**config.mk**
```make
export PLATFORM = sky130hd
export DESIGN_NAME = dual_irq_gate
export DESIGN_NICKNAME = d
export VERILOG_FILES = /design/src/rtl/irqgate_pkg.sv /design/src/rtl/irqgate_decode.sv /design/src/rtl/irqgate_enable.sv /design/src/rtl/irqgate_readmux.sv /design/src/rtl/dual_irq_gate.sv
export SDC_FILE = /design/constraint.sdc
export NUM_CORES = 1
export LEC_CHECK = 0
export CORE_AREA = 2 2 39 41
export DETAILED_ROUTE_END_ITERATION = 16
export DIE_AREA = 0 0 41 43
export GPL_TIMING_DRIVEN = 0
export MAX_ROUTING_LAYER = met4
export PLACE_DENSITY = 0.66
export SYNTH_ARGS = -nofsm -noshare
export SYNTH_HDL_FRONTEND = slang
export SYNTH_SLANG_ARGS = --single-unit
```
**constraint.sdc**
```tcl
create_clock -name clk -period 3.5 [get_ports clk]
set_input_delay 0.7 -clock clk [delete_from_list [all_inputs] [get_ports clk]]
set_output_delay 0.7 -clock clk [all_outputs]
set_load 0.01 [all_outputs]
```
**src/rtl/irqgate_pkg.sv**
```systemverilog
package irqgate_pkg;
  localparam int unsigned CH_BASE   = 32'h2000;
  localparam int unsigned CH_STRIDE = 32'h1000;
  localparam int unsigned MASK_OFS  = 32'h0200;
  localparam int unsigned STAT_OFS  = 32'h0290;

  function automatic int unsigned mask_addr(input int unsigned ch);
    return CH_BASE + ch * CH_STRIDE + MASK_OFS;
  endfunction

  function automatic int unsigned stat_addr(input int unsigned ch);
    return CH_BASE + ch * CH_STRIDE + STAT_OFS;
  endfunction
endpackage

```
**src/rtl/irqgate_decode.sv**
```systemverilog
module irqgate_decode
  import irqgate_pkg::*;
#(
  parameter int N_CH   = 2,
  parameter int ADDR_W = 16
) (
  input  logic [ADDR_W-1:0] addr,
  output logic [N_CH-1:0]   mask_hit,
  output logic [N_CH-1:0]   stat_hit
);
  for (genvar c = 0; c < N_CH; c++) begin : g_ch
    localparam logic [ADDR_W-1:0] MADDR = ADDR_W'(mask_addr(c));
    localparam logic [ADDR_W-1:0] SADDR = ADDR_W'(stat_addr(c));
    assign mask_hit[c] = (addr == MADDR);
    assign stat_hit[c] = (addr == SADDR);
  end
endmodule

```
**src/rtl/irqgate_enable.sv**
```systemverilog
module irqgate_enable (
  input  logic clk,
  input  logic rst,
  input  logic set_i,
  input  logic clr_i,
  output logic en_o
);
  always_ff @(posedge clk) begin
    if (rst)        en_o <= 1'b0;
    else if (set_i) en_o <= 1'b1;
    else if (clr_i) en_o <= 1'b0;
  end

  p_set_on_write_r2: assert property (@(posedge clk) disable iff (rst)
    set_i |=> en_o);
  p_clear_on_read_r3: assert property (@(posedge clk) disable iff (rst)
    (clr_i && !set_i) |=> !en_o);
  p_set_wins_r8: assert property (@(posedge clk) disable iff (rst)
    (clr_i && set_i) |=> en_o);
  p_hold_r6: assert property (@(posedge clk) disable iff (rst)
    (!clr_i && !set_i) |=> $stable(en_o));
endmodule

```
**src/rtl/irqgate_readmux.sv**
```systemverilog
module irqgate_readmux #(
  parameter int N_CH   = 2,
  parameter int DATA_W = 8
) (
  input  logic [N_CH-1:0]   mask_hit,
  input  logic [N_CH-1:0]   stat_hit,
  input  logic [N_CH-1:0]   en,
  input  logic [N_CH-1:0]   drv_irq,
  output logic [DATA_W-1:0] rd_next
);
  logic bit0;
  always_comb begin
    bit0 = 1'b0;
    for (int c = 0; c < N_CH; c++) begin
      if (mask_hit[c]) bit0 = bit0 | en[c];
      if (stat_hit[c]) bit0 = bit0 | drv_irq[c];
    end
    rd_next = {{(DATA_W-1){1'b0}}, bit0};
  end
endmodule

```
**src/rtl/dual_irq_gate.sv**
```systemverilog
module dual_irq_gate #(
  parameter int N_CH   = 2,
  parameter int ADDR_W = 16,
  parameter int DATA_W = 8
) (
  input  logic              clk,
  input  logic              rst,
  input  logic [ADDR_W-1:0] bus_addr,
  input  logic              bus_wr,
  input  logic              bus_rd,
  input  logic [N_CH-1:0]   drv_irq,
  output logic [DATA_W-1:0] rdata,
  output logic              host_irq
);
  logic [N_CH-1:0]   mask_hit, stat_hit, en;
  logic [DATA_W-1:0] rd_next;

  irqgate_decode #(.N_CH(N_CH), .ADDR_W(ADDR_W)) u_decode (
    .addr(bus_addr), .mask_hit(mask_hit), .stat_hit(stat_hit)
  );

  for (genvar c = 0; c < N_CH; c++) begin : g_en
    irqgate_enable u_en (
      .clk(clk), .rst(rst),
      .set_i(bus_wr & mask_hit[c]),
      .clr_i(bus_rd & mask_hit[c]),
      .en_o(en[c])
    );
  end

  irqgate_readmux #(.N_CH(N_CH), .DATA_W(DATA_W)) u_rdmux (
    .mask_hit(mask_hit), .stat_hit(stat_hit), .en(en),
    .drv_irq(drv_irq), .rd_next(rd_next)
  );

  always_ff @(posedge clk) begin
    if (rst) begin
      rdata    <= '0;
      host_irq <= 1'b0;
    end else begin
      if (bus_rd) rdata <= rd_next;
      host_irq <= |(en & drv_irq);
    end
  end

  p_reset_state_r1: assert property (@(posedge clk)
    rst |=> (host_irq == 1'b0 && en == '0 && rdata == '0));
  p_quiet_when_gated_r5: assert property (@(posedge clk) disable iff (rst)
    ((en & drv_irq) == '0) |=> !host_irq);
  p_rdata_hold_r9: assert property (@(posedge clk) disable iff (rst)
    !bus_rd |=> $stable(rdata));
  p_unmapped_zero_r7: assert property (@(posedge clk) disable iff (rst)
    (bus_rd && mask_hit == '0 && stat_hit == '0) |=> (rdata == '0));
  for (genvar c = 0; c < N_CH; c++) begin : g_chk
    p_status_raw_r4: assert property (@(posedge clk) disable iff (rst)
      (bus_rd && stat_hit[c]) |=> (rdata[0] == $past(drv_irq[c])));
  end
endmodule

```
==> flow_metrics.py, run 1 <==
metrics = {
    "setup_path": {
        "setup.worst_path.start": "bus_addr[10]",
        "critPathMaxFanout": 3,
        "endpoint": "g_en[1].u_en.en_o$_SDFFE_PP0P_",
        "crit_required_ps": 3620,
        "worst_ep_arrival_time_ps": 2410,
        "reg2reg_to": "rdata[0]$_SDFFE_PP0P_",
        "r2r_slack_ps": 2590,
        "startpoint_type": "input port",
        "setup.worst_path.class": "in -> reg",
        "reg2regPathDepth": 4,
        "type_of_element_capturing_the_critical_path": "flop",
        "worstReg2RegStart": "g_en[1].u_en.en_o$_SDFFE_PP0P_",
    },
    "detailed_routing": {
        "routed-wl-met2_um": 373,
        "num_vias": 359,
        "drt_wl_total_um": 704,
        "wl_met1_um": 253,
        "drt_pre_antenna_iters": 2,
        "detail_route.drc_violations": 0,
        "detailed_routed_wire_length_on_met3_um": 77,
        "drt_first_iter_violations": 4,
        "vias_per_cell": 4.17,
        "drtAntennaViolNets": 0,
        "maxUsedRoutingLayer": "met3",
        "wire_per_inst_um": 8.19,
    },
    "global_routing": {
        "leftover_overflow_at_the_end_of_global_routing": 0,
        "grt_resource_usage_total": 0.105,
        "grt_antenna_before_repair": 0,
        "grt_start_max_net_pins": 7,
        "grt_first_pass_wirelength_um": 1240,
        "grt_pass1_vias": 343,
    },
    "cells_and_area": {
        "finish.cell_count_without_fillers": 86,
        "insertedDiodeCount": 0,
        "drive_above_1_share": 0.186,
        "number_of_nets_in_the_finished_design": 94,
        "multiInputGateArea_sq_um": 196,
        "layout_common_cells": "clkdlybuf4s50_1 (23), buf_4 (7), conb_1 (7)",
        "n_fill_cell": 146,
        "final_util": 0.435,
        "area_growth_pct": 96.3,
        "total_area_of_sequential_cells_sq_um": 80.1,
        "final_common_cell": "clkdlybuf4s50_1",
        "post-route-cell-area_sq_um": 602,
    },
    "logic_synthesis": {
        "avgSynthCellArea_sq_um": 8.07,
        "post_synth_instance_area_sq_um": 307,
        "synth_cell_type_count": 19,
        "proportion_of_synthesized_chip_area_in_sequential_cells": 0.261,
        "synth.ff_latch_count": 4,
        "ys.warnings.count": 0,
        "synthesis.instances": 38,
    },
    "power_and_ir_drop": {
        "vdd_ir_drop_max_uv": 86.0,
        "p_total_mw": 0.144,
        "clkPwrFrac": 0.404,
        "internal_power_mw": 0.113,
        "pwr_density_mw_per_mm2": 239,
        "static-leakage-power_nw": 0.236,
        "comb_power_share": 0.278,
        "power.switching_fraction": 0.218,
        "p_sw_mw": 0.0314,
        "fraction_of_power_consumed_by_sequential_logic": 0.318,
    },
    "clocking": {
        "cts-root-to-sink-buffers": 2,
        "post_cts_resized": 0,
        "post_cts_buffers": 0,
        "cts_root_buf": "clkbuf_4",
        "cts_made_buffers": 3,
        "clk-insertion-delay-late_ps": 240,
        "cts_tree": "yes",
        "clock_sinks": 4,
        "clk_transition_reported_paths_ps": 40,
        "cts_htree_levels": 1,
        "hold_buffers": 0,
    },
    "die": {
        "dieArea_sq_mm": 0.00176,
        "initial_utilization": 0.222,
        "num_rows": 14,
        "die_h_um": 43,
        "top_level_ports": 31,
        "die-width_um": 41,
        "core_region_area_sq_mm": 0.00138,
    },
    "placement": {
        "dp.cells": 83,
        "dp.final_hpwl_um": 639,
        "number_of_i_o_port_buffers": 23,
        "place_area_sq_um": 579,
        "gp_congestion": 0.664,
    },
    "timing": {
        "final-setup-viol-count": 0,
        "fin_tns_setup_ps": 0,
        "finalHoldViolations": 0,
        "fmax_ghz": 0.437,
        "skew_ps": 3.03,
        "final_min_period_over_clock_period": 0.653,
        "slew_violations": 0,
        "grt_setup_unrepaired": "no",
        "period_needed_ps": 2290,
    },
    "worst_hold_path": {
        "hold_path.class": "reg -> reg",
    },
    "run_status": {
        "run_status": "complete, no violations",
    },
    "flow_run": {
        "cap_viol_max_count": 0,
    },
}
==> metal layers <==
| layer | global-route usage | vias to the layer above |
|---|---|---|
| li1 | - | 191 |
| met1 | 0.115 | 150 |
| met2 | 0.159 | 18 |
| met3 | 0.0314 | 0 |
| met4 | 0.0600 | 0 |
| met5 | - | - |
==> how the worst min path moves through the flow <==
stage	cells after the start	startpoint	endpoint
2_1_floorplan	2	g_en[1].u_en.en_o$_SDFFE_PP0P_	g_en[1].u_en.en_o$_SDFFE_PP0P_
3_3_place_gp	2	rdata[0]$_SDFFE_PP0P_	rdata[0]$_SDFFE_PP0P_
3_5_place_dp	2	rdata[0]$_SDFFE_PP0P_	rdata[0]$_SDFFE_PP0P_
4_1_cts	2	rdata[0]$_SDFFE_PP0P_	rdata[0]$_SDFFE_PP0P_
5_1_grt	2	rdata[0]$_SDFFE_PP0P_	rdata[0]$_SDFFE_PP0P_
6_report	2	rdata[0]$_SDFFE_PP0P_	rdata[0]$_SDFFE_PP0P_
==> cell usage after synthesis, drive strengths merged <==
cell type | instances | share of area
nand3 | 1 | 0.016
o2111ai | 1 | 0.029
buf | 7 | 0.17
a21oi | 3 | 0.049
nor2 | 3 | 0.037
nand2b | 2 | 0.041
nand2 | 2 | 0.024
o21ai | 2 | 0.033
a22oi | 1 | 0.024
or4 | 3 | 0.086
nor3 | 2 | 0.033
or3b | 1 | 0.029
nor4 | 1 | 0.020
conb | 1 | 0.012
nand3b | 1 | 0.024
or4b | 1 | 0.045
dfxtp | 4 | 0.26
mux2i | 2 | 0.065
==> power by group through the flow <==
| stage | Clock, mW | Combinational (mW) | Sequential [mW] |
|---|---|---|---|
| 2_1_floorplan | 0 | 0.0138 | 0.0465 |
| 3_3_place_gp | 0 | 0.0398 | 0.0465 |
| 3_5_place_dp | 0 | 0.0401 | 0.0465 |
| 4_1_cts | 0.0607 | 0.0402 | 0.0458 |
| 5_1_grt | 0.0651 | 0.0436 | 0.0457 |
| 6_report | 0.0582 | 0.0400 | 0.0458 |
==> flip-flops by register name, indices dropped and copies added, names as in the netlist <==
name and cells:
g_en.u_en.en_o 2, rdata 1, host_irq 1
==> cell families (layout without fill, tap and decap cells) <==
logic type | count (synthesis) | count (layout) | share of synthesized area
multiplexers | 2 | 2 | 0.0653
AO/OA/AOI/OAI | 7 | 7 | 0.135
buffers and inverters | 7 | 33 | 0.171
other | 1 | 7 | 0.0122
flip-flops | 4 | 4 | 0.261
AND/OR/NAND/NOR | 17 | 17 | 0.355
==> stage by stage <==
| step | setup WS (ps) | hold WS, ps |
|---|---|---|
| after floorplan | 1420 | 461 |
| after global placement | 978 | 461 |
| after detailed placement | 966 | 467 |
| after CTS | 1210 | 480 |
| after global routing | 1160 | 505 |
| final | 1210 | 472 |
==> critical path: stages <==
cell and delay, ps:
clkdlybuf4s50_1 400, or4b_4 540, or4_4 550, o21ai_1 150, a21oi_1 70
==> final cells by class <==
cell class	count	share of cell area
plain buffers	7	0.0873
clock buffers	3	0.0374
multi-input cells	33	0.326
flip-flops and latches	4	0.133
well taps	16	0.0333
repair buffers	23	0.383
No activity file was read; power rests on OpenSTA's default activity.
==> run 2: changes to the inputs <==
--- a/config.mk
+++ b/config.mk
@@ -10,7 +10,7 @@
 export DIE_AREA = 0 0 41 43
 export GPL_TIMING_DRIVEN = 0
 export MAX_ROUTING_LAYER = met4
-export PLACE_DENSITY = 0.66
+export PLACE_DENSITY = 0.69
 export SYNTH_ARGS = -nofsm -noshare
 export SYNTH_HDL_FRONTEND = slang
 export SYNTH_SLANG_ARGS = --single-unit
==> constraint.sdc (replaced) <==
create_clock -name clk -period 1.84 [get_ports clk]
set_input_delay 0.368 -clock clk [delete_from_list [all_inputs] [get_ports clk]]
set_output_delay 0.368 -clock clk [all_outputs]
set_load 0.01 [all_outputs]
==> run 2 against run 1 <==
Global-route usage grew 0.092 points. Sequential power grew 90%. Non-clock buffer count is the same. Wire length grew 5.8%. Register-to-register slack lost 1700 ps. Largest power group unchanged. Highest routed layer is now met4. Critical endpoint unchanged. Via count grew 1.9%.
==> flow_metrics.py, run 2 (same netlist as run 1, synthesis figures left out) <==
metrics = {
    "power_and_ir_drop": {
        "p_sw_mw": 0.0588,
        "clkPwrFrac": 0.404,
        "p_total_mw": 0.268,
        "fraction_of_power_consumed_by_sequential_logic": 0.326,
        "pwr_density_mw_per_mm2": 439,
        "power.switching_fraction": 0.220,
        "static-leakage-power_nw": 0.270,
        "vdd_ir_drop_max_uv": 174,
        "internal_power_mw": 0.209,
        "comb_power_share": 0.270,
    },
    "setup_path": {
        "worst_ep_arrival_time_ps": 1930,
        "startpoint_type": "input port",
        "setup.worst_path.class": "in -> reg",
        "crit_required_ps": 1960,
        "critPathMaxFanout": 3,
        "type_of_element_capturing_the_critical_path": "flop",
    },
    "placement": {
        "place_worst_setup_slack_ps": -353,
        "dp.final_hpwl_um": 618,
        "gp_congestion": 0.662,
        "number_of_i_o_port_buffers": 23,
        "dp.cells": 83,
    },
    "detailed_routing": {
        "vias_per_cell": 4.26,
        "drt_pre_antenna_iters": 4,
        "wire_per_inst_um": 8.66,
        "drt_first_iter_violations": 1,
        "detail_route.drc_violations": 0,
        "drtAntennaViolNets": 0,
        "drt_wl_total_um": 745,
        "num_vias": 366,
    },
    "cells_and_area": {
        "largest_register": "g_en.u_en.en_o",
        "drive_above_1_share": 0.229,
        "layout_common_cells": "clkdlybuf4s50_1 (13), dlygate4sd2_1 (8), buf_4 (7), conb_1 (7), dfxtp_1 (4)",
        "reg_top3": "g_en.u_en.en_o: 2 flops, host_irq: 1 flops, rdata: 1 flops",
        "insertedDiodeCount": 0,
        "area_growth_pct": 99.2,
        "final_common_cell": "clkdlybuf4s50_1",
        "number_of_nets_in_the_finished_design": 94,
        "finish.cell_count_without_fillers": 86,
        "largest_register_ff_count": 2,
    },
    "timing": {
        "finalHoldViolations": 0,
        "final-setup-viol-count": 0,
        "final_min_period_over_clock_period": 0.986,
        "period_needed_ps": 1810,
        "skew_ps": 2.95,
        "timing.final.ws_setup_ps": 26.2,
        "fin_tns_setup_ps": 0,
        "slew_violations": 0,
        "fmax_ghz": 0.551,
        "hold_ws_ps": 468,
        "grt_setup_unrepaired": "no",
    },
    "clocking": {
        "clk_transition_reported_paths_ps": 40,
        "post_cts_buffers": 0,
        "clk-insertion-delay-late_ps": 240,
        "cts_htree_levels": 1,
        "clock_sinks": 4,
        "cts_made_buffers": 3,
        "hold_buffers": 0,
        "cts_root_buf": "clkbuf_4",
        "cts_tree": "yes",
        "cts-root-to-sink-buffers": 2,
    },
    "die": {
        "initial_utilization": 0.222,
        "die-width_um": 41,
        "top_level_ports": 31,
        "die_h_um": 43,
        "num_rows": 14,
        "dieArea_sq_mm": 0.00176,
        "core_region_area_sq_mm": 0.00138,
    },
    "global_routing": {
        "grt_antenna_before_repair": 0,
        "grt_pass1_vias": 331,
        "grt_first_pass_wirelength_um": 1150,
        "grt_start_max_net_pins": 7,
        "grt_resource_usage_total": 0.106,
        "leftover_overflow_at_the_end_of_global_routing": 0,
    },
    "worst_hold_path": {
        "hold_path.class": "reg -> reg",
    },
    "run_status": {
        "run_status": "complete, no violations",
    },
    "flow_run": {
        "cap_viol_max_count": 0,
    },
}
run 2: changes by cell type in the layout (fill, tap and decap cells not counted), moves of 2 or more:
cell,previous run,this run
or4_4,1,3
dlymetal6s2s_1,0,2
or4_1,2,0
clkdlybuf4s50_1,23,13
dlygate4sd2_1,0,8
run 2: final cells by class:
cell class,instances,area (sq um)
Tap cell,16,20.0
Buffer,7,52.6
Fill cell,152,773
Sequential cell,4,80.1
Timing Repair Buffer,23,225
Clock buffer,3,22.5
Multi-Input combinational cell,33,210
run 2: metrics by stage:
stage               utilization  area [sq um]
floorplan                     -           329
global placement          0.419           579
detailed placement        0.419           579
CTS                       0.435           602
global route              0.441           611
finish                    0.441           611
run 2: final timing paths:
check	startpoint	to	slack, ps	cells after the start
hold reg to reg	rdata[0]$_SDFFE_PP0P_	rdata[0]$_SDFFE_PP0P_	470	2
hold / removal	rdata[0]$_SDFFE_PP0P_	rdata[0]$_SDFFE_PP0P_	470	2
setup reg to reg	g_en[0].u_en.en_o$_SDFFE_PP0P_	rdata[0]$_SDFFE_PP0P_	910	4
setup / recovery	bus_addr[8]	g_en[1].u_en.en_o$_SDFFE_PP0P_	30	5
run 2: power groups by stage:
stage / registers [mW] / clock network, mW / logic, mW
after floorplan: 0.0885 / 0 / 0.0262
after global placement: 0.0885 / 0 / 0.0756
after detailed placement: 0.0885 / 0 / 0.0766
after CTS: 0.0872 / 0.115 / 0.0733
after global routing: 0.0870 / 0.127 / 0.0789
final: 0.0872 / 0.108 / 0.0725
run 2: routing by layer:
metal	share of wire	GRT usage
met1	0.33	0.0958
met3	0.12	0.0314
met4	0.047	0.120
met5	0	-
met2	0.50	0.153
run 2: what timing repair did:
action | CTS | global route
endpoints found under the setup margin | 2 | 2
endpoints found under the hold margin | 0 | 0
gates resized for setup | 11 | 3
pin swaps | 6 | 4
run 2: critical path: stages:
cell and delay [ps]:
clkdlybuf4s50_1 400, or3b_4 400, or4_4 550, o21ai_1 140, a21oi_1 70
